`src/rtl/iq_pkg.sv`:
```
package iq_pkg;
    localparam int unsigned TAG_W = 6;

    typedef logic [TAG_W-1:0] tag_t;

    typedef struct packed {
        tag_t tag;
        logic rdy;
    } src_t;

    typedef struct packed {
        logic valid;
        src_t s0;
        src_t s1;
        tag_t dst;
    } slot_t;
endpackage

```
`src/rtl/iq_tag_match.sv`:
```
module iq_tag_match
    import iq_pkg::*;
#(
    parameter int unsigned BW = 2
) (
    input  tag_t                  tag,
    input  logic [BW-1:0]         bc_valid,
    input  logic [BW*TAG_W-1:0]   bc_tag,
    output logic                  hit
);
    logic [BW-1:0] lane_hit;

    for (genvar k = 0; k < BW; k++) begin : g_lane
        assign lane_hit[k] = bc_valid[k] && (bc_tag[k*TAG_W +: TAG_W] == tag);
    end

    assign hit = |lane_hit;
endmodule

```
`src/rtl/iq_slot.sv`:
```
module iq_slot
    import iq_pkg::*;
#(
    parameter int unsigned BW = 2
) (
    input  logic                 clk,
    input  logic                 rst,
    input  logic                 wr_en,
    input  slot_t                wr_data,
    input  logic                 clr,
    input  logic [BW-1:0]        bc_valid,
    input  logic [BW*TAG_W-1:0]  bc_tag,
    output slot_t                state,
    output logic                 req
);
    logic hit0, hit1;

    iq_tag_match #(.BW(BW)) u_m0 (
        .tag(state.s0.tag), .bc_valid(bc_valid), .bc_tag(bc_tag), .hit(hit0)
    );
    iq_tag_match #(.BW(BW)) u_m1 (
        .tag(state.s1.tag), .bc_valid(bc_valid), .bc_tag(bc_tag), .hit(hit1)
    );

    always_ff @(posedge clk) begin
        if (rst) begin
            state <= '0;
        end else if (wr_en) begin
            state <= wr_data;
        end else begin
            if (clr)  state.valid  <= 1'b0;
            if (hit0) state.s0.rdy <= 1'b1;
            if (hit1) state.s1.rdy <= 1'b1;
        end
    end

    assign req = state.valid & state.s0.rdy & state.s1.rdy;
endmodule

```
`src/rtl/iq_free_pick.sv`:
```
module iq_free_pick #(
    parameter int unsigned N = 16
) (
    input  logic [N-1:0] free,
    output logic [N-1:0] onehot,
    output logic         any
);
    always_comb begin
        onehot = '0;
        for (int i = N - 1; i >= 0; i--) begin
            if (free[i]) onehot = N'(1) << i;
        end
    end

    assign any = |free;
endmodule

```
`src/rtl/iq_wakeup_window.sv`:
```
module iq_wakeup_window
    import iq_pkg::*;
#(
    parameter int unsigned WIN = 16,
    parameter int unsigned BW  = 2
) (
    input  logic                 clk,
    input  logic                 rst,
    input  logic                 disp_valid,
    input  logic [TAG_W-1:0]     disp_src0_tag,
    input  logic                 disp_src0_rdy,
    input  logic [TAG_W-1:0]     disp_src1_tag,
    input  logic                 disp_src1_rdy,
    input  logic [TAG_W-1:0]     disp_dst_tag,
    output logic                 disp_stall,
    input  logic [BW-1:0]        bc_valid,
    input  logic [BW*TAG_W-1:0]  bc_tag,
    output logic [WIN-1:0]       req,
    input  logic [WIN-1:0]       grant,
    output logic                 issue_vld,
    output logic [TAG_W-1:0]     issue_dst
);
    slot_t           slots [WIN];
    slot_t           wr_data;
    logic [WIN-1:0]  valid_vec;
    logic [WIN-1:0]  pick;
    logic [WIN-1:0]  live_grant;
    logic            have_free;
    logic            dhit0, dhit1;

    // Same-cycle broadcast capture for incoming sources
    iq_tag_match #(.BW(BW)) u_dm0 (
        .tag(disp_src0_tag), .bc_valid(bc_valid), .bc_tag(bc_tag), .hit(dhit0)
    );
    iq_tag_match #(.BW(BW)) u_dm1 (
        .tag(disp_src1_tag), .bc_valid(bc_valid), .bc_tag(bc_tag), .hit(dhit1)
    );

    always_comb begin
        wr_data.valid  = 1'b1;
        wr_data.s0.tag = disp_src0_tag;
        wr_data.s0.rdy = disp_src0_rdy | dhit0;
        wr_data.s1.tag = disp_src1_tag;
        wr_data.s1.rdy = disp_src1_rdy | dhit1;
        wr_data.dst    = disp_dst_tag;
    end

    iq_free_pick #(.N(WIN)) u_pick (
        .free(~valid_vec), .onehot(pick), .any(have_free)
    );

    assign disp_stall = ~have_free;

    for (genvar i = 0; i < WIN; i++) begin : g_slot
        iq_slot #(.BW(BW)) u_slot (
            .clk(clk), .rst(rst),
            .wr_en(disp_valid & pick[i]),
            .wr_data(wr_data),
            .clr(grant[i]),
            .bc_valid(bc_valid), .bc_tag(bc_tag),
            .state(slots[i]),
            .req(req[i])
        );
        assign valid_vec[i]  = slots[i].valid;
        assign live_grant[i] = grant[i] & slots[i].valid;
    end

    always_comb begin
        issue_dst = '0;
        for (int i = WIN - 1; i >= 0; i--) begin
            if (live_grant[i]) issue_dst = slots[i].dst;
        end
    end

    assign issue_vld = |live_grant;
endmodule

```
`config.mk`:
```
export PLATFORM = sky130hd
export DESIGN_NAME = iq_wakeup_window
export DESIGN_NICKNAME = d
export VERILOG_FILES = /design/src/rtl/iq_pkg.sv /design/src/rtl/iq_tag_match.sv /design/src/rtl/iq_slot.sv /design/src/rtl/iq_free_pick.sv /design/src/rtl/iq_wakeup_window.sv
export SDC_FILE = /design/constraint.sdc
export NUM_CORES = 1
export LEC_CHECK = 0
export BUFFER_PORTS_ARGS = -buffer_cell sky130_fd_sc_hd__buf_4
export CAP_MARGIN = 30
export CORE_MARGIN = 2
export CORE_UTILIZATION = 45
export DETAILED_ROUTE_END_ITERATION = 10
export GPL_ROUTABILITY_DRIVEN = 0
export RECOVER_POWER = 25
export SYNTH_ARGS = -nofsm -noshare
export SYNTH_HDL_FRONTEND = slang
export SYNTH_SLANG_ARGS = --single-unit
```
`constraint.sdc`:
```
create_clock -name clk -period 2.4 [get_ports clk]
set_clock_uncertainty 0.05 [all_clocks]
set_input_delay 0.36 -clock clk [delete_from_list [all_inputs] [get_ports clk]]
set_output_delay 0.36 -clock clk [all_outputs]
set_load 0.1 [all_outputs]
```
==> PnR_summary.wiki <==
{| class="wikitable"
! Metric !! Value
|-
| Antenna violations before repair || 2
|-
| Overall die width || 203 um
|-
| Crit. End Element || output port
|-
| Beginning of the worst register-to-register path || g_slot[2].u_slot.state[20]$_SDFFE_PP0P_
|-
| Total number of placement rows || 73
|-
| Top-count cell post-synth || nand2_1
|-
| Crit path largest cell delay || between 0.3 and 0.4 ns
|-
| Critical path startpoint || g_slot[10].u_slot.state[20]$_SDFFE_PP0P_
|-
| Max_slew headroom || 0.0975
|-
| First-pass iteration count of the detailed router || 5
|-
| Critical-path cell list || buf_4 > a22oi_2 > buf_4 > a32o_2 > a2111oi_4 > o211a_4 > o21ai_4 > buf_12
|-
| Starting Density || 0.454
|-
| Ys Warns || 0
|-
| Critical path's slowest cell || a2111oi_4
|-
| Half-perimeter wire length after detailed placement || 39.7 mm
|-
| Max-cap violation count || 0
|-
| Avg Cell Area, Syn || just over 8 um^2
|-
| Final worst-path setup slack || -0.365 ns
|-
| Critical Path AT || 2.36 ns
|-
| Clock transition time at the flip-flop clock pins of the worst setup and hold paths || 0.06 ns
|-
| Worst Setup Start Kind || flop
|-
| Total via count after detailed routing || 16000
|-
| Status || finished, violations left
|-
| Max Freq || 362 MHz
|-
| Worst reg2reg path depth || 10
|-
| Fraction of synthesis flops using an asynchronous set or reset pin || 0
|-
| Final WL || 61.9 mm
|-
| Worst-Margin Slew || ~1.4 ns
|-
| Final min period || between 2 and 3 ns
|-
| Number of hold buffers added after CTS || 0
|-
| Number of max-slew violations in the final report || 0
|-
| Synth-to-Final Area Change || 19.6%
|-
| First-pass GRT wire length || 93.8 mm
|-
| Post-synthesis instance area || 0.0179 mm^2
|-
| Failing checks || setup timing
|-
| Vias in the first global route || 15300
|-
| Residual DRC || 0
|-
| Worst slack at placement || -0.250 ns
|-
| Hold wc startpoint || grant[4]
|-
| Worst min-delay path endpoint || g_slot[4].u_slot.state[20]$_SDFFE_PP0P_
|-
| Overflow left after global routing || 0
|-
| Total core area || 0.0395 mm^2
|-
| Multiplexer share of the synthesized area || 0.0598
|-
| Final Hold Violating Endpoints || 0
|-
| # placed instances || between 2000 and 3000
|-
| Hold Crit Depth || 3
|-
| Pin count of the biggest net entering global routing || 79
|-
| Bufs on Longest Clock Path || 3
|-
| Path class of the lowest-slack min-delay path || in2reg
|-
| Die Area || between 0.04 and 0.05 mm^2
|-
| I/O pins || 77
|-
| Clock root cell || clkbuf_16
|-
| Number of instances in the synthesized netlist || 2184
|-
| Top post-synthesis cells by area || dfxtp_1 38%, xnor2_1 10%, xor2_1 10%
|-
| Leakage power || 0.00775 uW
|-
| N_diodes || 0
|-
| R2R setup slack || -0.09 ns
|-
| Die height || 203 um
|-
| Family of cells with the greatest summed delay on the critical path || compound AO/OA/AOI/OAI gates
|-
| Critical R2R Capture || g_slot[14].u_slot.state[1]$_SDFFE_PP0P_
|-
| Synth top cells by count || 380 x nand2_1, 336 x dfxtp_1, 210 x a21oi_1, 204 x xnor2_1, 204 x xor2_1
|-
| Nets || 2287
|-
| Flip-flop count of the largest register after layout || 336
|-
| Most common cell on crit path || buf_4
|-
| Sum of buffers and inverters on the critical path || 3
|-
| Critical path fanouts, max || 3
|-
| Largest register by flop count || g_slot.u_slot.state
|-
| Count of distinct cell types in the synthesized netlist || 55
|-
| Leading registers by flop count || g_slot.u_slot.state x336
|-
| Area share of fa/ha/maj cells after synthesis || 0
|-
| Worst skew pair latency || 0.55 ns
|-
| Number of synthesized register bits || 336
|-
| Portion of the post-synthesis area used by sequential elements || 0.376
|-
| CTS H-Tree Depth || 2
|-
| Fraction of the mapped netlist area in simple logic gates || 0.199
|-
| Number of DRC markers after the initial detailed-route iteration || 1335
|-
| CTS sink cnt || ~340
|-
| Count of input and output buffers || 76
|-
| EDFF count, synth || 0
|-
| Combined global-route utilization of all metal layers || 0.295
|-
| Xor-xnor portion of the synthesized cell area || 0.200
|-
| Main combinational cell family by area after synthesis || XOR/XNOR gates
|-
| Total power per unit cell area || roughly 620 mW/mm^2
|-
| Post-DR vias/cell || 5.74
|-
| Number of nets produced by synthesis || between 2000 and 2500
|-
| Final cell count without fillers || 2787
|-
| Start-to-end type of the worst setup path || reg2out
|-
| Total clock buffers created by CTS || 39
|-
| Filler Cells Inserted || about 3600
|-
| Area fraction of the dominant cell type after synthesis || 0.376
|-
| Worst VDD drop || 0.507 mV
|-
| Final number of setup-violating endpoints || 34
|-
| Share of post-route cells with drive strength above 1 || 0.161
|-
| Setup repair after global routing missed its margin || yes
|-
| Period Utilization, post-route || 1.15
|-
| TritonCTS clock tree || yes
|-
| Dominant cell type by area after synthesis || dfxtp_1
|-
| Required time at the endpoint of the critical path || 1.99 ns
|-
| DRT antenna net count || 0
|-
| Wirelength per Cell || around 22 um
|-
| Synthesized-area fraction occupied by ao, oa, aoi and oai cells || 0.109
|-
| Most used DFF post-synth || dfxtp_1
|}
-- layer usage --
metal	part of all wire	GRT usage	up-vias	routed length, um
met2	0.46	0.480	643	28700
li1	-	-	7475	-
met5	0	0	-	0
met1	0.42	0.397	7744	26300
met4	0.036	0.116	0	2260
met3	0.077	0.0390	149	4760
-- report_power, final --
part           internal, uW  switching [uW]
clock                  3880            2430
combinational           449             883
sequential             5620            39.9
-- final cells by class --
class | instances | area (um^2) | share of cell area
inverters | 7 | 26.3 | 0.00123
clock buffers | 60 | 1210 | 0.0564
repair buffers | 225 | 2050 | 0.0957
clock inverters | 9 | 148 | 0.00690
flip-flops and latches | 336 | 6740 | 0.315
multi-input cells | 1625 | 10600 | 0.494
well taps | 525 | 657 | 0.0307
-- worst reg2reg max path, stage by stage, from the launching register on --
cell and delay [ns]:
dfxtp_1 0.40, buf_4 0.19, nand3_1 0.09, nor2_1 0.41
nand2b_4 0.08, buf_6 0.15, nor4b_4 0.37, buf_4 0.19
clkbuf_16 0.18, mux2i_1 0.20, nor2_1 0.05
-- stage by stage --
stage               setup TNS, ns  hold slack [ns]  cell area, um^2  power (uW)   util
finish                      -3.16           0.0443            21400       13300  0.542
global route               -13.51           0.0556            21400       13700  0.542
CTS                         -2.16           0.0200            21300       13400  0.539
detailed placement         -0.979            0.396            19500        7070  0.495
global placement           -0.654            0.393            19500        7060  0.495
floorplan                       0            0.379            18000        6570      -
-- cell families after synthesis --
group                     after synthesis
xor gates and xnor gates              408
DFF                                   336
muxes                                 107
AOI/OAI and AO/OA                     335
and+or+nand+nor                       775
buffers and inverters                 223
-- worst max path at each step --
| stage | to | depth (start not counted) | slack (ns) |
|---|---|---|---|
| 6_report | issue_dst[3] | 8 | -0.37 |
| 5_1_grt | issue_dst[1] | 8 | -0.43 |
| 4_1_cts | issue_dst[1] | 8 | -0.38 |
| 3_5_place_dp | issue_dst[3] | 10 | -0.25 |
| 3_3_place_gp | issue_dst[2] | 9 | -0.26 |
| 2_1_floorplan | disp_stall | 3 | 0.005 |
-- cells in the final DEF (no fill, tap or decap), drive strengths merged, types with 3 or more instances in the layout --
| cell | instances |
|---|---|
| o221ai | 6 |
| inv | 7 |
| a31oi | 8 |
| o21ai | 30 |
| bufinv | 4 |
| o22ai | 6 |
| mux2i | 107 |
| and3 | 18 |
| xor2 | 204 |
| and2 | 7 |
| a221oi | 7 |
| clkinv | 4 |
| nand2 | 380 |
| a22o | 4 |
| a32oi | 3 |
| o211ai | 5 |
| a21oi | 210 |
| nor4 | 93 |
| dfxtp | 336 |
| buf | 212 |
| a22oi | 9 |
| nor2 | 147 |
| xnor2 | 204 |
| or3 | 3 |
| nand3 | 14 |
| a211oi | 29 |
| nor3 | 15 |
| nand2b | 10 |
| a221o | 4 |
| clkbuf | 73 |
| nand4 | 73 |
| nor3b | 5 |
-- repair_timing --
item	4_1_cts	5_1_grt
setup buffers	12	6
gates resized for setup	84	37
pin swaps	21	22
gates cloned	0	1
endpoints found under the hold margin	0	0
endpoints found under the setup margin	8	11
Note: power is estimated with default switching activity, not from simulation.
